**src/rtl/fsq_pkg.sv**
```systemverilog
package fsq_pkg;

    localparam int WORD_W    = 32;
    localparam int EXP_W     = 8;
    localparam int FRAC_W    = 23;
    localparam int MANT_W    = FRAC_W + 1;
    // root carries hidden bit, fraction, a round bit and one extra bit
    localparam int ROOT_W    = MANT_W + 2;
    localparam int DIG_PER_CYC = 2;
    localparam int N_ITER    = ROOT_W / DIG_PER_CYC;
    localparam int RAD_W     = 2 * ROOT_W;
    localparam int REM_W     = ROOT_W + 2;
    // radicand shift for an odd biased exponent; even adds one
    localparam int SH_BASE   = 2 * (ROOT_W - 1) - FRAC_W;
    localparam int ISSUE_GAP = 16;
    localparam int LATENCY   = ISSUE_GAP + 1;
    localparam int CNT_W     = $clog2(ISSUE_GAP);
    localparam logic [EXP_W:0] HALF_BIAS_M1 = 9'd126;

    localparam logic [WORD_W-1:0] QNAN_WORD = 32'hFFFF_FFFF;
    localparam logic [WORD_W-1:0] PINF_WORD = 32'h7F80_0000;

    typedef enum logic [1:0] {
        RM_NEAR = 2'b00,
        RM_ZERO = 2'b01,
        RM_POS  = 2'b10,
        RM_NEG  = 2'b11
    } rmode_e;

    typedef enum logic [2:0] {
        K_NORM,
        K_ZERO,
        K_DENORM,
        K_PINF,
        K_INVALID,
        K_QNAN
    } kind_e;

    typedef struct packed {
        kind_e            kind;
        logic             sign;
        logic [EXP_W-1:0] exp;
    } opnd_t;

    typedef struct packed {
        logic [WORD_W-1:0] word;
        logic              inv;
        logic              inx;
        logic              ifz;
        logic              ofz;
    } outc_t;

    function automatic kind_e classify(input logic [WORD_W-1:0] w);
        kind_e k;
        if (w[WORD_W-2 -: EXP_W] == '1) begin
            if (w[FRAC_W-1:0] != '0)
                k = w[FRAC_W-1] ? K_QNAN : K_INVALID;
            else
                k = w[WORD_W-1] ? K_INVALID : K_PINF;
        end else if (w[WORD_W-2 -: EXP_W] == '0) begin
            k = (w[FRAC_W-1:0] == '0) ? K_ZERO : K_DENORM;
        end else begin
            k = w[WORD_W-1] ? K_INVALID : K_NORM;
        end
        return k;
    endfunction

endpackage

```
**src/rtl/fsq_unpack.sv**
```systemverilog
module fsq_unpack
    import fsq_pkg::*;
(
    input  logic [WORD_W-1:0] word,
    output opnd_t             op,
    output logic [MANT_W-1:0] mant
);

    always_comb begin
        op.kind = classify(word);
        op.sign = word[WORD_W-1];
        op.exp  = word[WORD_W-2 -: EXP_W];
        mant    = {1'b1, word[FRAC_W-1:0]};
    end

endmodule

```
**src/rtl/fsq_root_core.sv**
```systemverilog
module fsq_root_core
    import fsq_pkg::*;
#(
    parameter int RW  = ROOT_W,
    parameter int AW  = RAD_W,
    parameter int MW  = REM_W,
    parameter int DPC = DIG_PER_CYC
) (
    input  logic          clk,
    input  logic          rst,
    input  logic          load,
    input  logic          step,
    input  logic [AW-1:0] rad_in,
    output logic [RW-1:0] root,
    output logic          rem_nz
);

    logic [AW-1:0] rad_q;
    logic [MW-1:0] rem_q;
    logic [RW-1:0] root_q;

    logic [AW-1:0] rad_c  [DPC+1];
    logic [MW-1:0] rem_c  [DPC+1];
    logic [RW-1:0] root_c [DPC+1];

    assign rad_c[0]  = rad_q;
    assign rem_c[0]  = rem_q;
    assign root_c[0] = root_q;

    for (genvar g = 0; g < DPC; g++) begin : g_digit
        logic [MW-1:0] cand;
        logic [MW-1:0] trial;
        logic          ge;
        assign cand  = {rem_c[g][MW-3:0], rad_c[g][AW-1 -: 2]};
        assign trial = {root_c[g], 2'b01};
        // upper remainder bits are zero in range; a set bit still means >=
        assign ge    = (rem_c[g][MW-1 -: 2] != 2'b00) || (cand >= trial);
        assign rem_c[g+1]  = ge ? (cand - trial) : cand;
        assign root_c[g+1] = {root_c[g][RW-2:0], ge};
        assign rad_c[g+1]  = rad_c[g] << 2;
    end

    always_ff @(posedge clk) begin
        if (rst) begin
            rad_q  <= '0;
            rem_q  <= '0;
            root_q <= '0;
        end else if (load) begin
            rad_q  <= rad_in;
            rem_q  <= '0;
            root_q <= '0;
        end else if (step) begin
            rad_q  <= rad_c[DPC];
            rem_q  <= rem_c[DPC];
            root_q <= root_c[DPC];
        end
    end

    assign root   = root_q;
    assign rem_nz = |rem_q;

endmodule

```
**src/rtl/fsq_round.sv**
```systemverilog
module fsq_round
    import fsq_pkg::*;
(
    input  opnd_t             op,
    input  rmode_e            rm,
    input  logic [ROOT_W-1:0] root,
    input  logic              rem_nz,
    output outc_t             res
);

    logic [EXP_W:0]            esum;
    logic [EXP_W-1:0]          exp_r;
    logic                      lsb_b, rnd_b, stk_b, up;
    logic [WORD_W-2:0]         mag;

    always_comb begin
        // the hidden root bit completes the bias add: (e + 127) >> 1
        esum  = {1'b0, op.exp} + HALF_BIAS_M1 + {{EXP_W{1'b0}}, root[ROOT_W-1]};
        exp_r = esum[EXP_W:1];
        lsb_b = root[2];
        rnd_b = root[1];
        stk_b = root[0] | rem_nz;
        case (rm)
            RM_NEAR: up = rnd_b & (stk_b | lsb_b);
            RM_POS:  up = rnd_b | stk_b;
            default: up = 1'b0;
        endcase
        mag = {exp_r, root[ROOT_W-2 -: FRAC_W]} + {{(WORD_W-2){1'b0}}, up};

        res = '0;
        case (op.kind)
            K_NORM: begin
                res.word = {1'b0, mag};
                res.inx  = rnd_b | stk_b;
            end
            K_ZERO:    res.word = {op.sign, {(WORD_W-1){1'b0}}};
            K_DENORM: begin
                res.word = {op.sign, {(WORD_W-1){1'b0}}};
                res.ifz  = 1'b1;
            end
            K_PINF:    res.word = PINF_WORD;
            K_INVALID: begin
                res.word = QNAN_WORD;
                res.inv  = 1'b1;
            end
            default:   res.word = QNAN_WORD;
        endcase
    end

endmodule

```
**src/rtl/fp_sqrt_seq.sv**
```systemverilog
module fp_sqrt_seq
    import fsq_pkg::*;
(
    input  logic              clk,
    input  logic              rst,
    input  logic              start,
    input  logic [WORD_W-1:0] operand,
    input  logic              guard,
    input  logic [1:0]        rmode,
    output logic              res_valid,
    output logic              wr_en,
    output logic [WORD_W-1:0] result,
    output logic              flag_invalid,
    output logic              flag_inexact,
    output logic              flag_in_flush,
    output logic              flag_out_flush
);

    opnd_t             op_c, op_q;
    logic [MANT_W-1:0] mant_c;
    logic              guard_q;
    rmode_e            rm_q;
    logic              busy;
    logic [CNT_W-1:0]  cnt;
    logic              accept, step, finish;
    logic [RAD_W-1:0]  rad_c;
    logic [ROOT_W-1:0] root_w;
    logic              rem_nz_w;
    outc_t             rnd_c, fin_q, out_q;
    logic              fin_v, fin_g, out_v, out_g;

    fsq_unpack u_unpack (
        .word (operand),
        .op   (op_c),
        .mant (mant_c)
    );

    assign finish = busy && (cnt == CNT_W'(ISSUE_GAP - 1));
    assign accept = start && (!busy || finish);
    assign step   = busy && (cnt < CNT_W'(N_ITER));
    // odd biased exponent -> even true exponent -> smaller alignment
    assign rad_c  = op_c.exp[0] ? (RAD_W'(mant_c) << SH_BASE)
                                : (RAD_W'(mant_c) << (SH_BASE + 1));

    fsq_root_core u_core (
        .clk    (clk),
        .rst    (rst),
        .load   (accept),
        .step   (step),
        .rad_in (rad_c),
        .root   (root_w),
        .rem_nz (rem_nz_w)
    );

    fsq_round u_round (
        .op     (op_q),
        .rm     (rm_q),
        .root   (root_w),
        .rem_nz (rem_nz_w),
        .res    (rnd_c)
    );

    always_ff @(posedge clk) begin
        if (rst) begin
            busy    <= 1'b0;
            cnt     <= '0;
            op_q    <= '0;
            guard_q <= 1'b0;
            rm_q    <= RM_NEAR;
            fin_q   <= '0;
            fin_v   <= 1'b0;
            fin_g   <= 1'b0;
            out_q   <= '0;
            out_v   <= 1'b0;
            out_g   <= 1'b0;
        end else begin
            fin_v <= finish;
            if (finish) begin
                fin_q <= rnd_c;
                fin_g <= guard_q;
            end
            if (accept) begin
                busy    <= 1'b1;
                cnt     <= '0;
                op_q    <= op_c;
                guard_q <= guard;
                rm_q    <= rmode_e'(rmode);
            end else if (finish) begin
                busy <= 1'b0;
            end else if (busy) begin
                cnt <= cnt + 1'b1;
            end
            out_v <= fin_v;
            out_g <= fin_v & fin_g;
            if (fin_v)
                out_q <= fin_q;
        end
    end

    assign res_valid      = out_v;
    assign wr_en          = out_g;
    assign result         = out_q.word;
    assign flag_invalid   = out_g & out_q.inv;
    assign flag_inexact   = out_g & out_q.inx;
    assign flag_in_flush  = out_g & out_q.ifz;
    assign flag_out_flush = out_g & out_q.ofz;

endmodule

```
**config.mk**
```make
export PLATFORM = sky130hd
export DESIGN_NAME = fp_sqrt_seq
export DESIGN_NICKNAME = d
export VERILOG_FILES = /design/src/rtl/fsq_pkg.sv /design/src/rtl/fsq_unpack.sv /design/src/rtl/fsq_root_core.sv /design/src/rtl/fsq_round.sv /design/src/rtl/fp_sqrt_seq.sv
export SDC_FILE = /design/constraint.sdc
export NUM_CORES = 1
export LEC_CHECK = 0
export ABC_AREA = 1
export CAP_MARGIN = 20
export CORE_ASPECT_RATIO = 0.7
export CORE_MARGIN = 2
export CORE_UTILIZATION = 50
export CTS_BUF_LIST = sky130_fd_sc_hd__clkbuf_2
export DETAILED_ROUTE_END_ITERATION = 8
export PLACE_DENSITY = 0.67
export REMOVE_ABC_BUFFERS = 1
export SLEW_MARGIN = 20
export SYNTH_ARGS = -nofsm -noshare
export SYNTH_HDL_FRONTEND = slang
export SYNTH_SLANG_ARGS = --single-unit
```
**constraint.sdc**
```tcl
create_clock -name clk -period 6.1 [get_ports clk]
set_clock_uncertainty 0.05 [all_clocks]
set_input_delay 0.915 -clock clk [delete_from_list [all_inputs] [get_ports clk]]
set_output_delay 0.915 -clock clk [all_outputs]
set_load 0.02 [all_outputs]
```
==> results of run 1 <==
## logic make-up (layout without fill, tap and decap cells)
group,after synthesis,after routing,share of synthesized area
other,1,2,0.000320
adders and majority gates,61,61,0.0650
DFF,173,173,0.295
and+or+nand+nor,770,770,0.283
AOI/OAI and AO/OA,430,430,0.204
xor gates and xnor gates,51,51,0.0381
buffers and inverters,320,353,0.114
## per-layer routing
layer / wire, µm / global-route usage / vias up
met2: 14200 / 0.412 / 403
met4: 779 / 0.0851 / 0
met1: 17900 / 0.424 / 5539
li1: - / - / 5980
met3: 2560 / 0.0575 / 53
met5: 0 / 0 / -
## power by group
group	total, W	switching, W	internal (W)
combinational	0.00574	0.00385	0.00189
sequential	0.00124	0.0000517	0.00119
clock	0.000644	0.000447	0.000197
## cell usage after synthesis (3+ instances only)
| master | n | area (µm²) |
|---|---|---|
| sky130_fd_sc_hd__a221oi_1 | 11 | 96.3 |
| sky130_fd_sc_hd__o21ai_0 | 198 | 991 |
| sky130_fd_sc_hd__nor2_1 | 166 | 623 |
| sky130_fd_sc_hd__nand3_1 | 90 | 450 |
| sky130_fd_sc_hd__nand2_1 | 397 | 1490 |
| sky130_fd_sc_hd__inv_2 | 7 | 26.3 |
| sky130_fd_sc_hd__nor2_2 | 4 | 25.0 |
| sky130_fd_sc_hd__a21oi_2 | 9 | 78.8 |
| sky130_fd_sc_hd__nor4_1 | 21 | 131 |
| sky130_fd_sc_hd__a31oi_1 | 26 | 163 |
| sky130_fd_sc_hd__nand2_2 | 19 | 119 |
| sky130_fd_sc_hd__buf_4 | 35 | 263 |
| sky130_fd_sc_hd__xor2_1 | 36 | 315 |
| sky130_fd_sc_hd__clkbuf_1 | 58 | 218 |
| sky130_fd_sc_hd__inv_1 | 215 | 807 |
| sky130_fd_sc_hd__ha_1 | 61 | 763 |
| sky130_fd_sc_hd__a21o_1 | 9 | 67.6 |
| sky130_fd_sc_hd__o21bai_1 | 4 | 30.0 |
| sky130_fd_sc_hd__o21ai_1 | 4 | 20.0 |
| sky130_fd_sc_hd__a21boi_0 | 3 | 22.5 |
| sky130_fd_sc_hd__dfxtp_1 | 173 | 3460 |
| sky130_fd_sc_hd__a21oi_1 | 134 | 671 |
| sky130_fd_sc_hd__xnor2_1 | 15 | 131 |
| sky130_fd_sc_hd__o21a_1 | 4 | 30.0 |
| sky130_fd_sc_hd__o31ai_1 | 3 | 22.5 |
| sky130_fd_sc_hd__nor3_1 | 28 | 140 |
| sky130_fd_sc_hd__a211oi_1 | 11 | 82.6 |
| sky130_fd_sc_hd__or2_2 | 9 | 56.3 |
| sky130_fd_sc_hd__nand4_1 | 21 | 131 |
## layout make-up
class,count,area (µm²)
clock inverters,11,138
flip-flops and latches,173,3460
clock buffers,20,100
multi-input cells,1313,6940
well taps,312,390
fillers,2321,10000
repair buffers,99,941
diodes,1,2.50
inverters,223,837
## worst max-delay path by stage
stage,cells past startpoint,end,slack [ns],startpoint
after CTS,26,u_core.rem_q[24]$_SDFFE_PP0P_,0.66,u_core.root[20]$_SDFFE_PP0P_
after global placement,26,u_core.rem_q[24]$_SDFFE_PP0P_,0.79,u_core.root[20]$_SDFFE_PP0P_
after global routing,26,u_core.rem_q[7]$_SDFFE_PP0P_,0.06,u_core.root[24]$_SDFFE_PP0P_
after detailed placement,26,u_core.rem_q[24]$_SDFFE_PP0P_,0.73,u_core.root[20]$_SDFFE_PP0P_
final,26,u_core.rem_q[7]$_SDFFE_PP0P_,0.58,u_core.root[20]$_SDFFE_PP0P_
after floorplan,8,u_core.rem_q[16]$_SDFFE_PP0P_,0.11,cnt[0]$_SDFFE_PP0P_
## layout by cell type (no fill, tap or decap), types with 24 or more instances in the layout
master,netlist,final
sky130_fd_sc_hd__buf_4,35,24
sky130_fd_sc_hd__nand2_1,397,397
sky130_fd_sc_hd__nor3_1,28,28
sky130_fd_sc_hd__inv_1,215,214
sky130_fd_sc_hd__clkdlybuf4s50_1,0,74
sky130_fd_sc_hd__xor2_1,36,36
sky130_fd_sc_hd__o21ai_0,198,198
sky130_fd_sc_hd__a31oi_1,26,26
sky130_fd_sc_hd__nor2_1,166,165
sky130_fd_sc_hd__a21oi_1,134,134
sky130_fd_sc_hd__dfxtp_1,173,173
sky130_fd_sc_hd__nand3_1,90,90
sky130_fd_sc_hd__ha_1,61,61
## state kept, by name, summed over array words and instances (netlist names), 2 cells and up
| signal | cells |
|---|---|
| result | 32 |
| u_core.root | 26 |
| out_q | 3 |
| u_core.rem_q | 28 |
| cnt | 4 |
| op_q | 12 |
| u_core.rad_q | 25 |
| rm_q | 2 |
| fin_q | 35 |
## metrics by stage
stage | cells | util | area (µm²) | hold WS [ns] | power [W]
after floorplan | 1709 | - | 11200 | 0.364 | 0.00529
after global placement | 2112 | 0.547 | 12500 | 0.381 | 0.00678
after detailed placement | 2112 | 0.547 | 12500 | 0.381 | 0.00677
after CTS | 2143 | 0.557 | 12700 | 0.415 | 0.00743
after global routing | 2152 | 0.561 | 12800 | 0.414 | 0.00833
final | 2152 | 0.561 | 12800 | 0.412 | 0.00762
## worst min-delay path: stages (launching register included)
cell,delay [ns]
sky130_fd_sc_hd__dfxtp_1,0.36
sky130_fd_sc_hd__nand2_1,0.06
sky130_fd_sc_hd__nand2_1,0.04
==> run_results.csv, run 1 <==
group,metric,value,unit
floorplan,die_ar,0.0247,mm²
timing,fin_tns_setup,0,ns
clock_tree,clkLatencyLatePin,0.82,ns
timing,setup_repair_after_global_routing_missed_its_margin,"no",
clock_tree,number_of_buffers_created_by_cts,17,
yosys,ys_async_sr_fraction,0,
power_and_ir_drop,p_per_area,595,mW/mm²
final_layout,post_route_cells_drive_above_1_share,0.0653,
yosys,cells_after_synth,1806,
clock_tree,tritoncts_num_sinks,173,
clock_tree,ctsHoldBuffers,0,
timing,worst_slew_pin_slew,0.887,ns
clock_tree,cts_buffer_depth,2,
critical_path,cpPeakStageDelay,0.48,ns
route,detailedRoute.firstPassIterationCount,5,
route,total_wire_length_after_detailed_routing,35400,µm
yosys,synth.distinct_cells,54,
yosys,ys.warnings.count,0,
final_layout,layout.nets,1926,
route,viasPerCell,5.56,
outcome,run_status,"finished clean",
critical_path,cp.required,6.84,ns
critical_path,worstPathArrival,6.26,ns
floorplan,num_io_pins,76,
timing,worst_path_setup_slack_after_routing,0.581,ns
clock_tree,cts.reportedPaths.clkPinSlew,0.27,ns
place,place_worst_setup_slack,0.735,ns
clock_tree,clock_tree_from_tritoncts,"built",
critical_path,timing.rr.end,"u_core.rem_q[7]$_SDFFE_PP0P_",
place,io_buffers,74,
place,gp_routability_congestion,0.968,
critical_path,critPathTopFamily,"simple AND/OR/NAND/NOR gates",
critical_path,reg2reg_from,"u_core.root[20]$_SDFFE_PP0P_",
timing,timing.final.crit_share,0.905,
timing,report.final.slew_viol_count,0,
timing,finish_stage_setup_viols,0,
hold_path,whs_path_depth,2,
floorplan,coreArea,0.0228,mm²
route,detail_route.wl_per_cell,16.5,µm
floorplan,initial_utilization,0.514,
timing,min_period,5.52,ns
clock_tree,post_cts_setup_bufs,0,
hold_path,hold_path_endpoint,"guard_q$_SDFFE_PP0P_",
global_routing,grt_usage,0.285,
critical_path,critical_path.slowest_cell,"sky130_fd_sc_hd__dfxtp_1",
floorplan,fp-row-count,46,
timing,timing_hold_violations_final,0,
yosys,synth-seq-cells,173,
critical_path,rr_worst_depth,26,
global_routing,grt_first_pass_wirelength,57000,µm
floorplan,chipHeight,132,µm
route,drt_iter0_markers,1010,
hold_path,path_category_of_the_worst_min_delay_check,"reg -> reg",
yosys,synth-edff-count,0,
hold_path,hold_path_startpoint,"guard_q$_SDFFE_PP0P_",
yosys,mappedNetlistArea,0.0117,mm²
final_layout,syn2layout_area_growth,9.19,%
yosys,synthFlopType,"sky130_fd_sc_hd__dfxtp_1",
critical_path,r2r_slack,0.58,ns
clock_tree,htree_levels,4,
global_routing,vias_in_the_first_global_route,10800,
global_routing,grt_antenna_before_repair,1,
power_and_ir_drop,vdd_ir_max,319,µV
critical_path,type_of_the_worst_setup_path,"reg -> reg",
run,maxCapViolCount,0,
clock_tree,cell_chosen_for_the_clock_root,"sky130_fd_sc_hd__clkbuf_2",
critical_path,worstSetupEndpointType,"flop",
global_routing,grt-ovfl-total,0,
floorplan,die-width,187,µm
route,vias,12000,
yosys,synth_seq_area_share,0.295,
clock_tree,resized_after_cts,0,
global_routing,largest_net_degree_at_the_start_of_global_routing,84,
route,detail_route.drc_violations,0,
power_and_ir_drop,power.static_leakage,5.74,nW
place,place.detailed.hpwl,27800,µm
route,routed_antenna_nets,0,
critical_path,start_kind,"flop",
critical_path,critical_path.max_fanout,28,
yosys,syn-mean-instance-area,6.50,µm²
timing,max-slew-margin-rel,0.401,
critical_path,critical_path_buf_inv_count,6,
timing,clock.fmax,181,MHz
No activity file was read; power rests on OpenSTA's default activity.
==> inputs of run 2 (changes only) <==
Settings changed: DONT_BUFFER_PORTS set to 1, PLACE_DENSITY 0.67 to 0.63, REMOVE_ABC_BUFFERS 1 to not set.
==> run 2 against run 1 <==
First-iteration DRC count up 9.2%. Combinational power up 1%. Worst setup slack worse by 0.067 ns. Sequential cell count unchanged. Die area unchanged. Utilization down 3.3 points. Global-route usage up 0.33 points. Total power up 2.5%. Final area down 5.9%.
==> run_results.csv, run 2 (same netlist as run 1, synthesis figures left out) <==
group,metric,value,unit
clock_tree,post_cts_setup_bufs,0,
route,detail_route.wl_per_cell,17.4,µm
final_layout,final_cell_area,0.0121,mm²
route,detailedRoute.firstPassIterationCount,5,
final_layout,post_route_cells_drive_above_1_share,0.0627,
global_routing,vias_in_the_first_global_route,10400,
global_routing,grt_usage,0.289,
route,total_wire_length_after_detailed_routing,36000,µm
power_and_ir_drop,power.static_leakage,5.48,nW
timing,report.final.slew_viol_count,0,
final_layout,layout_commonest_cell,"sky130_fd_sc_hd__nand2_1",
final_layout,antenna-diode-count,0,
power_and_ir_drop,p_per_area,648,mW/mm²
timing,finish_stage_setup_viols,0,
critical_path,r2r_slack,0.51,ns
floorplan,die-width,187,µm
clock_tree,resized_after_cts,0,
floorplan,coreArea,0.0228,mm²
global_routing,grt_first_pass_wirelength,57300,µm
critical_path,rr_worst_depth,24,
clock_tree,htree_levels,4,
critical_path,crit_start,"u_core.root[11]$_SDFFE_PP0P_",
final_layout,seqCellArea,0.00346,mm²
place,place.detailed.hpwl,27900,µm
final_layout,fillCellCount,2444,
timing,clock.fmax,179,MHz
floorplan,num_io_pins,76,
power_and_ir_drop,switching_share,0.566,
timing,worst_slew_pin_slew,0.811,ns
critical_path,critical_path.max_fanout,22,
power_and_ir_drop,vdd_ir_max,351,µV
outcome,run_status,"finished clean",
critical_path,worstPathArrival,6.28,ns
clock_tree,ctsHoldBuffers,0,
clock_tree,tritoncts_num_sinks,173,
final_layout,regMostFlops,"fin_q",
floorplan,fp-row-count,46,
clock_tree,clkLatencyLatePin,0.78,ns
power_and_ir_drop,power.net_switching,0.00442,W
route,routed_antenna_nets,0,
clock_tree,cts_buffer_depth,2,
place,io_buffers,0,
power_and_ir_drop,p_clk_frac,0.099,
route,detail_route.drc_violations,0,
critical_path,timing.rr.end,"u_core.rem_q[16]$_SDFFE_PP0P_",
final_layout,multi_input_comb_area,0.00694,mm²
place,placed_cell_area,0.0117,mm²
global_routing,grt_antenna_before_repair,0,
critical_path,endpoint,"u_core.rem_q[16]$_SDFFE_PP0P_",
clock_tree,number_of_buffers_created_by_cts,17,
clock_tree,clock_tree_from_tritoncts,"built",
final_layout,syn2layout_area_growth,2.78,%
global_routing,grt-ovfl-total,0,
floorplan,initial_utilization,0.514,
floorplan,chipHeight,132,µm
timing,timing.hold.ws,0.120,ns
critical_path,worstSetupEndpointType,"flop",
power_and_ir_drop,internal_power,0.00339,W
final_layout,layout.nets,1842,
final_layout,post_layout_nonfiller_instances,2067,
global_routing,largest_net_degree_at_the_start_of_global_routing,85,
timing,fin_tns_setup,0,ns
timing,min_period,5.59,ns
route,vias,11700,
route,viasPerCell,5.67,
final_layout,layout_common_cells,"sky130_fd_sc_hd__nand2_1, sky130_fd_sc_hd__inv_1, sky130_fd_sc_hd__o21ai_0",
place,placedCellCount,2036,
yosys,synth_nets,1905,
critical_path,reg2reg_from,"u_core.root[11]$_SDFFE_PP0P_",
clock_tree,cts.reportedPaths.clkPinSlew,0.25,ns
floorplan,die_ar,0.0247,mm²
critical_path,cp.required,6.80,ns
timing,timing.final.crit_share,0.916,
route,drt_iter0_markers,1103,
place,gp_routability_congestion,0.992,
power_and_ir_drop,comb_power_share,0.742,
critical_path,start_kind,"flop",
hold_path,path_category_of_the_worst_min_delay_check,"in -> reg",
critical_path,type_of_the_worst_setup_path,"reg -> reg",
timing,setup_repair_after_global_routing_missed_its_margin,"no",
clock_tree,cell_chosen_for_the_clock_root,"sky130_fd_sc_hd__clkbuf_2",
timing,max-slew-margin-rel,0.460,
power_and_ir_drop,share_seq_of_total_power,0.159,
final_layout,largest_register_ff_count,35,
timing,timing_hold_violations_final,0,
final_layout,layout.core_utilization,0.528,
run,maxCapViolCount,0,
run 2: per-layer routing:
| layer | track usage | vias up | part of all wire |
|---|---|---|---|
| li1 | - | 5820 | - |
| met1 | 0.462 | 5421 | 0.51 |
| met2 | 0.392 | 461 | 0.39 |
| met3 | 0.0687 | 17 | 0.090 |
| met4 | 0.0326 | 0 | 0.0058 |
| met5 | 0 | - | 0 |
run 2: through the flow:
stage,setup slack (ns),total power [W]
final,0.514,0.00781
after global routing,0.0190,0.00847
after CTS,0.660,0.00760
after detailed placement,0.680,0.00680
after global placement,0.722,0.00682
after floorplan,1.97,0.00537
run 2: area by class of cell:
type / instances / share of cell area
repair buffers: 15 / 0.00934
well taps: 312 / 0.0324
flip-flops and latches: 173 / 0.287
multi-input cells: 1313 / 0.576
clock inverters: 10 / 0.0175
clock buffers: 21 / 0.00871
inverters: 223 / 0.0694
run 2: critical path, stage by stage, from the launching register on:
cell and delay, ns:
sky130_fd_sc_hd__dfxtp_1 0.50, sky130_fd_sc_hd__inv_1 0.17, sky130_fd_sc_hd__ha_1 0.38, sky130_fd_sc_hd__nand2_1 0.12
sky130_fd_sc_hd__inv_2 0.08, sky130_fd_sc_hd__nand2_1 0.09, sky130_fd_sc_hd__nor2_2 0.20, sky130_fd_sc_hd__nand2_1 0.09
sky130_fd_sc_hd__nor3_2 0.13, sky130_fd_sc_hd__nor2_2 0.08, sky130_fd_sc_hd__nand2_4 0.21, sky130_fd_sc_hd__inv_2 0.22
sky130_fd_sc_hd__or2_2 0.35, sky130_fd_sc_hd__o21ai_0 0.16, sky130_fd_sc_hd__inv_1 0.09, sky130_fd_sc_hd__ha_1 0.25
sky130_fd_sc_hd__a21oi_1 0.29, sky130_fd_sc_hd__o21ai_0 0.22, sky130_fd_sc_hd__a221oi_1 0.34, sky130_fd_sc_hd__nand3_1 0.16
sky130_fd_sc_hd__nor2_4 0.21, sky130_fd_sc_hd__nand4_1 0.63, sky130_fd_sc_hd__o21ai_0 0.39, sky130_fd_sc_hd__nor2_1 0.06
sky130_fd_sc_hd__nor2_1 0.08
run 2: how the worst min path moves through the flow:
stage                                     from                       endpoint  slack (ns)  depth (start not counted)
final                                      rst           res_valid$_SDFF_PP0_        0.12                          1
after global routing                       rst  u_core.rad_q[27]$_SDFFE_PP0P_        0.01                          1
after CTS                                  rst           res_valid$_SDFF_PP0_        0.05                          1
after detailed placement  rm_q[0]$_SDFFE_PP0P_           rm_q[0]$_SDFFE_PP0P_        0.39                          2
after global placement    guard_q$_SDFFE_PP0P_           guard_q$_SDFFE_PP0P_        0.38                          2
after floorplan           guard_q$_SDFFE_PP0P_           guard_q$_SDFFE_PP0P_        0.36                          2
run 2: power groups by stage:
stage / sequential (W) / combinational, W / clock [W]
after floorplan: 0.00124 / 0.00413 / 0
after global placement: 0.00126 / 0.00556 / 0
after detailed placement: 0.00126 / 0.00554 / 0
after CTS: 0.00124 / 0.00558 / 0.000789
after global routing: 0.00125 / 0.00639 / 0.000832
final: 0.00124 / 0.00580 / 0.000771
